==> src/rtl/fpc_pkg.sv <==
package fpc_pkg;

  localparam logic [2:0] OP_READ  = 3'd0;
  localparam logic [2:0] OP_PROG  = 3'd1;
  localparam logic [2:0] OP_ERASE = 3'd2;
  localparam logic [2:0] OP_LOCK  = 3'd3;
  localparam logic [2:0] OP_SIG   = 3'd4;

  localparam logic [7:0] ID_MAKER  = 8'h1E;
  localparam logic [7:0] ID_DEVICE = 8'h51;
  localparam logic [7:0] ID_HV     = 8'hFF;
  localparam logic [7:0] ID_LV     = 8'h05;

  typedef struct packed {
    logic latch;        // capture address/data pins
    logic latchErase;   // captured operation is an erase
    logic commitByte;   // perform the byte write
    logic commitErase;  // perform the chip erase
    logic commitLock;   // set the addressed protection bit
    logic busy;         // operation in progress
  } fpcStrobe_t;

endpackage

==> src/rtl/fpc_ctrl.sv <==
module fpc_ctrl
  import fpc_pkg::*;
#(
  parameter int WRITE_CYCLES = 3000
) (
  input  logic       clk,
  input  logic       rstN,
  input  logic       progStrobe,
  input  logic       progEn,
  input  logic [2:0] opSel,
  input  logic       progLocked,
  output fpcStrobe_t strb
);

  localparam int CNT_W = (WRITE_CYCLES > 1) ? $clog2(WRITE_CYCLES) : 1;
  localparam logic [CNT_W-1:0] CNT_TOP = CNT_W'(WRITE_CYCLES - 1);

  typedef enum logic [1:0] {ST_IDLE, ST_COMMIT, ST_WAIT} state_e;

  state_e           state;
  logic [CNT_W-1:0] cnt;
  logic [2:0]       opReg;
  logic             strobePrev;
  logic             rise;
  logic             opValid;
  logic             accept;

  assign rise    = progStrobe && !strobePrev;
  assign opValid = (opSel == OP_PROG && !progLocked) || opSel == OP_ERASE || opSel == OP_LOCK;
  assign accept  = rise && progEn && (state == ST_IDLE) && opValid;

  always_ff @(posedge clk) begin
    if (!rstN) begin
      state      <= ST_IDLE;
      cnt        <= '0;
      opReg      <= OP_READ;
      strobePrev <= 1'b0;
    end else begin
      strobePrev <= progStrobe;
      case (state)
        ST_IDLE: begin
          if (accept) begin
            state <= ST_COMMIT;
            cnt   <= CNT_TOP;
            opReg <= opSel;
          end
        end
        default: begin
          if (cnt == '0) begin
            state <= ST_IDLE;
          end else begin
            cnt   <= cnt - 1'b1;
            state <= ST_WAIT;
          end
        end
      endcase
    end
  end

  always_comb begin
    strb             = '0;
    strb.latch       = accept;
    strb.latchErase  = (opSel == OP_ERASE);
    strb.busy        = (state != ST_IDLE);
    strb.commitByte  = (state == ST_COMMIT) && (opReg == OP_PROG);
    strb.commitErase = (state == ST_COMMIT) && (opReg == OP_ERASE);
    strb.commitLock  = (state == ST_COMMIT) && (opReg == OP_LOCK);
  end

  // the counter never leaves its window
  assert_cnt_window_R1: assert property (@(posedge clk) disable iff (!rstN)
    cnt <= CNT_TOP);

  // an accepted edge always starts with the commit cycle
  assert_commit_follows_R1: assert property (@(posedge clk) disable iff (!rstN)
    accept |=> (state == ST_COMMIT));

  // the held operation does not change while busy
  assert_op_held_R5: assert property (@(posedge clk) disable iff (!rstN)
    (state != ST_IDLE) |=> $stable(opReg));

endmodule

==> src/rtl/fpc_datapath.sv <==
module fpc_datapath
  import fpc_pkg::*;
#(
  parameter int ADDR_W = 12
) (
  input  logic              clk,
  input  logic              rstN,
  input  fpcStrobe_t        strb,
  input  logic [2:0]        opSel,
  input  logic              lvMode,
  input  logic [ADDR_W-1:0] addr,
  input  logic [7:0]        dataIn,
  input  logic [7:0]        memRdData,
  output logic [ADDR_W-1:0] memAddr,
  output logic [7:0]        memWrData,
  output logic              memWrEn,
  output logic              memEraseAll,
  output logic [7:0]        dataOut,
  output logic [2:0]        lockQ
);

  localparam int LOCK_N = 3;

  logic [ADDR_W-1:0] addrQ;
  logic [7:0]        dataQ;
  logic              verifyBlock;
  logic [7:0]        pollByte;
  logic [7:0]        idByte;

  always_ff @(posedge clk) begin
    if (!rstN) begin
      addrQ <= '0;
      dataQ <= 8'hFF;
    end else if (strb.latch) begin
      addrQ <= addr;
      dataQ <= strb.latchErase ? 8'hFF : dataIn;
    end
  end

  for (genvar i = 0; i < LOCK_N; i++) begin : g_lock
    always_ff @(posedge clk) begin
      if (!rstN || strb.commitErase) begin
        lockQ[i] <= 1'b0;
      end else if (strb.commitLock && addrQ[1:0] == 2'(i + 1)) begin
        lockQ[i] <= 1'b1;
      end
    end
  end

  assign memAddr     = strb.busy ? addrQ : addr;
  assign memWrEn     = strb.commitByte;
  assign memWrData   = memRdData & dataQ;
  assign memEraseAll = strb.commitErase;

  assign verifyBlock = lockQ[0] && lockQ[1];
  assign pollByte    = {~dataQ[7], dataQ[6:0]};

  always_comb begin
    if (addr == ADDR_W'(8'h30))      idByte = ID_MAKER;
    else if (addr == ADDR_W'(8'h31)) idByte = ID_DEVICE;
    else if (addr == ADDR_W'(8'h32)) idByte = lvMode ? ID_LV : ID_HV;
    else                             idByte = 8'hFF;
  end

  always_comb begin
    if (opSel == OP_SIG)            dataOut = idByte;
    else if (opSel != OP_READ)      dataOut = 8'hFF;
    else if (strb.busy)             dataOut = pollByte;
    else if (verifyBlock)           dataOut = 8'hFF;
    else                            dataOut = memRdData;
  end

  // the captured address holds during a busy period
  assert_addr_held_R5: assert property (@(posedge clk) disable iff (!rstN)
    strb.busy |=> $stable(addrQ));

  // no byte write reaches the array once protection bit A is set
  assert_locked_nowrite_R9: assert property (@(posedge clk) disable iff (!rstN)
    memWrEn |-> !lockQ[0]);

  // protection bits only rise except through an erase
  assert_lock_mono_R8: assert property (@(posedge clk) disable iff (!rstN)
    !strb.commitErase |=> ((lockQ & $past(lockQ)) == $past(lockQ)));

  // an erase leaves all protection bits clear
  assert_erase_clears_R6: assert property (@(posedge clk) disable iff (!rstN)
    strb.commitErase |=> (lockQ == '0));

endmodule

==> src/rtl/flash_prog_ctrl.sv <==
module flash_prog_ctrl
  import fpc_pkg::*;
#(
  parameter int ADDR_W       = 12,
  parameter int WRITE_CYCLES = 3000
) (
  input  logic              clk,
  input  logic              rstN,
  input  logic              progEn,
  input  logic              lvMode,
  input  logic [2:0]        opSel,
  input  logic [ADDR_W-1:0] addr,
  input  logic [7:0]        dataIn,
  input  logic              progStrobe,
  output logic [7:0]        dataOut,
  output logic              readyBusy,
  output logic [2:0]        lockLevel,
  output logic              tableReadBlock,
  output logic              eaLatchEn,
  output logic              extExecBlock,
  output logic [ADDR_W-1:0] memAddr,
  input  logic [7:0]        memRdData,
  output logic [7:0]        memWrData,
  output logic              memWrEn,
  output logic              memEraseAll
);

  fpcStrobe_t strb;
  logic [2:0] lockQ;

  fpc_ctrl #(.WRITE_CYCLES(WRITE_CYCLES)) u_ctrl (
    .clk        (clk),
    .rstN       (rstN),
    .progStrobe (progStrobe),
    .progEn     (progEn),
    .opSel      (opSel),
    .progLocked (lockQ[0]),
    .strb       (strb)
  );

  fpc_datapath #(.ADDR_W(ADDR_W)) u_dp (
    .clk         (clk),
    .rstN        (rstN),
    .strb        (strb),
    .opSel       (opSel),
    .lvMode      (lvMode),
    .addr        (addr),
    .dataIn      (dataIn),
    .memRdData   (memRdData),
    .memAddr     (memAddr),
    .memWrData   (memWrData),
    .memWrEn     (memWrEn),
    .memEraseAll (memEraseAll),
    .dataOut     (dataOut),
    .lockQ       (lockQ)
  );

  assign readyBusy      = !strb.busy;
  assign tableReadBlock = lockQ[0];
  assign eaLatchEn      = lockQ[0];
  assign extExecBlock   = &lockQ;

  always_comb begin
    if (&lockQ)                   lockLevel = 3'd4;
    else if (lockQ[0] && lockQ[1]) lockLevel = 3'd3;
    else if (lockQ[0])            lockLevel = 3'd2;
    else                          lockLevel = 3'd1;
  end

  // a write or erase only happens while the busy output is low
  assert_busy_on_commit_R1: assert property (@(posedge clk) disable iff (!rstN)
    (memWrEn || memEraseAll) |-> !readyBusy);

endmodule

==> config.mk <==
export PLATFORM = sky130hd
export DESIGN_NAME = flash_prog_ctrl
export DESIGN_NICKNAME = d
export VERILOG_FILES = /design/src/rtl/fpc_pkg.sv /design/src/rtl/fpc_ctrl.sv /design/src/rtl/fpc_datapath.sv /design/src/rtl/flash_prog_ctrl.sv
export SDC_FILE = /design/constraint.sdc
export NUM_CORES = 1
export LEC_CHECK = 0
export BUFFER_PORTS_ARGS = -buffer_cell sky130_fd_sc_hd__buf_2
export CELL_PAD_IN_SITES_DETAIL_PLACEMENT = 1
export CELL_PAD_IN_SITES_GLOBAL_PLACEMENT = 1
export CORE_ASPECT_RATIO = 0.5
export CORE_UTILIZATION = 39
export DETAILED_ROUTE_END_ITERATION = 10
export PLACE_DENSITY_LB_ADDON = 0.3
export SYNTH_ARGS = -nofsm -noshare
export SYNTH_HDL_FRONTEND = slang
export SYNTH_SLANG_ARGS = --single-unit
==> constraint.sdc <==
create_clock -name clk -period 2.45 [get_ports clk]
set_input_delay 0.1225 -clock clk [delete_from_list [all_inputs] [get_ports clk]]
set_output_delay 0.1225 -clock clk [all_outputs]
set_load 0.005 [all_outputs]
# ---- After elaboration in Yosys (flattened, before gate mapping)
# Cells that the tools add are included.
# Widths: inputs -> output; s select.
dict set report word_totals {
  elab_cells 73
  out_inout_bits 37
  in_bits 36
  ff_bits 41
}
dict set report classes {
  reduce_logical 26
  addsub 1
  n_bitwise 2
  muxes 19
  eq_ne 16
}
# cell count
set ops {}
lappend ops {{$mux 8} 9}
lappend ops {{$mux 12} 4}
lappend ops {{$eq 12x6->1 const B} 3}
lappend ops {{$eq 3x2->1 const B} 4}
lappend ops {{$logic_and 1x1->1} 12}
lappend ops {{$logic_not 12->1} 1}
lappend ops {{$sub 12x1->12 const B} 1}
lappend ops {{$mux 2} 5}
lappend ops {{$and 8x8->8} 1}
lappend ops {{$eq 3x1->1 const B} 2}
lappend ops {{$eq 2x1->1 const B} 2}
lappend ops {{$eq 2x2->1 const B} 2}
lappend ops {{$logic_not 1->1} 4}
lappend ops {{$ne 2x1->1 const B} 2}
lappend ops {{$reduce_and 2->1} 2}
lappend ops {{$eq 3x3->1 const B} 1}
lappend ops {{$logic_or 1x1->1} 3}
lappend ops {{$mux 3} 1}
lappend ops {{$reduce_and 3->1} 1}
lappend ops {{$reduce_bool 3->1} 1}
lappend ops {{$logic_not 2->1} 1}
lappend ops {{$reduce_bool 2->1} 1}
lappend ops {{$not 1->1} 1}

# ---- Depth between registers and ports, before layout
dict set report depth {
  depth_word 7
  depth_mapped 8
  ltp_nobuf 6
}

# ---- Cells and area by module
# From an unflattened synthesis, not the netlist that was laid out.
dict set report hier_totals {
  hier_cells 252
  hier_area_um2 2306.0
}
# mod n_inst cells_per_inst area_per_inst_um2 seq_area_each_um2
set modules_own_cells {}
lappend modules_own_cells {fpc_datapath 1 149 1361.3 460.4}
lappend modules_own_cells {fpc_ctrl 1 96 902.1 360.3}
lappend modules_own_cells {flash_prog_ctrl 1 7 42.5 0.0}

# ---- Worst setup path before layout
# No wires, ideal clock.
dict set report synth_timing {
  path_type {flip-flop to flip-flop}
  from {register u_ctrl.cnt[0]}
  to {register u_ctrl.cnt[10]}
  stages_incl_launch_ff 7
  path_slack_ns 0.763
  arrival_time_ns 1.618
  path_buffers 0
  setup_ns 0.070
  synth_period_minus_slack_ns 1.687
  required_ns 2.380
  path_cell_list {dfxtp_1 -> inv_1 -> ha_1 -> nor3b_1 -> and2_2 -> or4_1 -> a21oi_1}
}
dict set report synth_via {
  elab_chain_len 3
  word_cells_on_any_way 6
  cone_classes {1 x add/sub; 1 x eq/ne; 2 x mux; 2 x reduce/logical}
}
# item line
set synth_lines {}
lappend synth_lines {{start, declared} fpc_ctrl.sv:21} ;# logic [CNT_W-1:0] cnt;
lappend synth_lines {{start signal, assigned} fpc_ctrl.sv:52} ;# cnt <= cnt - 1'b1;
lappend synth_lines {{$sub 12x1->12 / $logic_not 12->1 (equally long branches)} {fpc_ctrl.sv:52, fpc_ctrl.sv:49}}
lappend synth_lines {{$mux 12 / $ne 2x1->1 (equally long branches)} --}
lappend synth_lines {{$mux 12 / $reduce_and 2->1 (equally long branches)} --}
# Several ways; a longest one is shown, not always the timed one. The select of a mux whose other input is x is not followed.
# A chain may end at the register's enable or synchronous reset.

# ---- Worst setup path after layout
dict set report layout_timing {
  from {register u_ctrl.state[1]}
  to {register u_ctrl.cnt[4]}
}
dict set report layout_via {
  elab_chain_len 5
  word_cells_on_any_way 7
  cone_classes {2 x eq/ne; 1 x mux; 4 x reduce/logical}
}
# item line
set layout_lines {}
lappend layout_lines {{start, declared} fpc_ctrl.sv:20} ;# state_e state;
lappend layout_lines {{start signal, assigned} fpc_ctrl.sv:34} ;# state <= ST_IDLE;
lappend layout_lines {{start signal, assigned} fpc_ctrl.sv:43} ;# state <= ST_COMMIT;
lappend layout_lines {{start signal, assigned} fpc_ctrl.sv:50} ;# state <= ST_IDLE;
lappend layout_lines {{$logic_not 2->1 *} {fpc_ctrl.sv:30, fpc_ctrl.sv:40}}
lappend layout_lines {{$logic_and 1x1->1 (2 in series)} fpc_ctrl.sv:30} ;# assign accept = rise && progEn && (state == ST_IDLE) && opValid;
lappend layout_lines {{$ne 2x1->1 (no line)} --}
lappend layout_lines {{$reduce_and 2->1 (no line)} --}
# Every way passes the cells marked *; elsewhere a longest branch is shown, timed or not.

==> results.ini <==
[clock_tree]
cts_resized = 0
clkLatencyLatePin_ns = 0.29
root_buffer = clkbuf_8
postCtsSetupRepairBufs = 0
clk_pin_slew_worst_paths_ns = 0.08
htreeDepth = 2
ctsHoldBuffers = 0
clkSinkCount = 41
numCtsBuffers = 5
clk_path_buf_depth = 2
cts_tree = yes

[timing]
fmax_mhz = 473.2
finClkSkew_ns = 0.004046
maxSlewViolCount = 0
period_share_pct = 86.25
rsz0062_at_grt = false
slew_headroom_pct = 49.42
setup_viol = 0
period_needed_ns = 2.113
hold_viol = 0
setup-tns-final_ns = 0
tightestPinTransition_ns = 0.7578

[flow_run]
maxCapViolations = 0

[power]
p_sw_w = 0.0004161
powerDensity_nw_per_um2 = 583.0
pwr-share-comb_pct = 17.5
p_clk_share_pct = 36.9
leakage_nw = 1.067
intPower_w = 0.001144
peakVddDrop_mv = 0.2661
pwr-share-seq_pct = 45.5
switching_share_pct = 26.67

[cells_and_area]
drive_gt1_share_pct = 32.20
syn_to_final_growth_pct = 23.71
finalCoreUtilization_pct = 52.12
diodes = 0
multi_input_area_um2 = 1239
n_fill_cell = 652
ff_latch_area_um2 = 820.8
final_cell_mix = buf_2, dfxtp_1, nand2_1
nNetsFinal = 360
layout_commonest_cell = buf_2

[detailed_routing]
ant_nets = 0
dr.pass1.iters = 4
vias = 2191
vias_per_cell = 5.575
routed_wirelength_um = 6349
wl_per_cell_um = 16.16
drc = 0
drtIter0Drc = 70

[min_path]
hold_depth = 2
hold_path.class = in -> reg

[floorplan]
ios = 73
start_util_pct = 42.13
die-area_um2 = 5867
die_x_um = 107.3
core_area_um2 = 5135
chipHeight_um = 54.67
num_rows = 18

[critical_path]
crit_chain = or2_1 -> inv_2 -> o211a_1 -> o32ai_1 -> a21oi_1
cpPeakStageDelay_ns = 0.58
ff2ff_path_depth = 5
arrival_ns = 2.33
cp-end-kind = flop
crit_path_start_kind = flop
crit_type = reg -> reg
cp_slowest_cell = o211a_1
crit_required_ns = 2.66
worstPathMaxFanout = 24

[run_status]
status = finished clean

[yosys]
ys_ff_latch = 41
ys_seq_area_share_pct = 37.94
yosysWarningCount = 0
syn_area_um2 = 2163
synth_edf_count = 0
synth_fp_nets = 292
synthFlopType = dfxtp_1
synth_cell_type_count = 57
syn_area_per_cell_um2 = 8.517
synthArstFlopShare_pct = 0
synthCells = 254

[global_routing]
grt_overflow_total = 0
grt_pass1_wl_um = 10010
grtUsageTotal_pct = 22.49
antenna_found_initial = 0
grt_pass1_vias = 2084
grt_max_degree = 25

[placement]
hpwl_um = 4715
io_buffers = 72
place_congestion = 0.8274

## stage by stage
stage / cells / total power, W / setup slack (ns) / hold WS, ns / cell area, um2
2_1_floorplan: 254 / 0.0008873 / 0.7627 / 0.2416 / 2163
3_3_place_gp: 385 / 0.0009849 / 0.4799 / 0.3259 / 2560
3_5_place_dp: 385 / 0.0009957 / 0.3478 / 0.3356 / 2560
4_1_cts: 393 / 0.001570 / 0.3282 / 0.02577 / 2676
5_1_grt: 393 / 0.001624 / 0.1730 / 0.01969 / 2676
6_report: 393 / 0.001560 / 0.3368 / 0.03206 / 2676
## cell type report
type,instances,area share (%)
inverter,8,1.122
timing repair buffer,75,14.31
clock buffer,7,3.226
multi-input combinational,191,46.28
tap,70,3.273
sequential,41,30.67
clock inverter,1,1.122
## logic make-up after synthesis
group / Yosys count / synth area share, %
xor gates and xnor gates: 2 / 0.8099
muxes: 10 / 5.205
and+or+nand+nor: 102 / 26.49
AOI/OAI and AO/OA: 75 / 23.60
adders and majority gates: 2 / 1.157
buffers and inverters: 22 / 4.800
DFF: 41 / 37.94
## routing by layer
layer	vias up	part of all wire, %	global-route usage [%]
met5	-	0	0
met4	0	0.57	5.708
met3	4	4.9	4.881
met2	52	47	40.54
met1	1064	47	28.12
li1	1071	-	-
## critical path: cells and delay by family, from the launching register on
family	cells	cell delay, ns
compound gates	3	0.93
flops	1	0.35
buf+inv	1	0.39
simple gates	1	0.36
## registers in the layout (all words and copies together) (netlist names)
name,cells
u_ctrl.opReg,3
u_ctrl.state,2
u_dp.dataQ,8
u_ctrl.strobePrev,1
u_dp.lockQ,3
u_ctrl.cnt,12
u_dp.addrQ,12
## synthesized netlist by cell type (2+ instances only)
master | count | area (um2)
and3_1 | 3 | 18.77
nor4_4 | 2 | 42.54
o21ai_0 | 12 | 60.06
buf_2 | 4 | 20.02
dfxtp_1 | 41 | 820.8
and2_1 | 9 | 56.30
o22ai_1 | 3 | 18.77
o22a_1 | 10 | 87.58
nor4bb_1 | 2 | 20.02
o31a_1 | 2 | 17.52
mux2_2 | 10 | 112.6
nand3_1 | 5 | 25.02
a31oi_1 | 7 | 43.79
nor3_1 | 4 | 20.02
nor2_1 | 15 | 56.30
a211oi_1 | 3 | 22.52
buf_4 | 2 | 15.01
a21oi_1 | 21 | 105.1
o211ai_1 | 4 | 30.03
o31ai_1 | 3 | 22.52
nand2_1 | 35 | 131.4
inv_1 | 7 | 26.28
xnor2_1 | 2 | 17.52
or4_1 | 4 | 30.03
nor4_1 | 2 | 12.51
nor2b_1 | 5 | 31.28
clkbuf_1 | 6 | 22.52
ha_1 | 2 | 25.02
## final timing paths
| path | startpoint | to | slack, ns |
|---|---|---|---|
| setup / recovery | u_ctrl.state[1]$_SDFFE_PN0P_ | u_ctrl.cnt[4]$_SDFFE_PN0P_ | 0.34 |
| hold / removal | dataIn[2] | u_dp.dataQ[2]$_SDFFE_PN1P_ | 0.03 |
| setup reg to reg | u_ctrl.state[1]$_SDFFE_PN0P_ | u_ctrl.cnt[4]$_SDFFE_PN0P_ | 0.34 |
| hold reg to reg | u_dp.addrQ[4]$_SDFFE_PN0P_ | u_dp.addrQ[4]$_SDFFE_PN0P_ | 0.46 |
## power by group through the flow
stage	clock [W]	combinational [W]	sequential, W
after floorplan	0	0.000169	0.000718
after global placement	0	0.000261	0.000724
after detailed placement	0	0.000270	0.000726
after CTS	0.000587	0.000273	0.000710
after global routing	0.000612	0.000298	0.000713
final	0.000576	0.000273	0.000710
No activity file was read; power rests on OpenSTA's default activity.
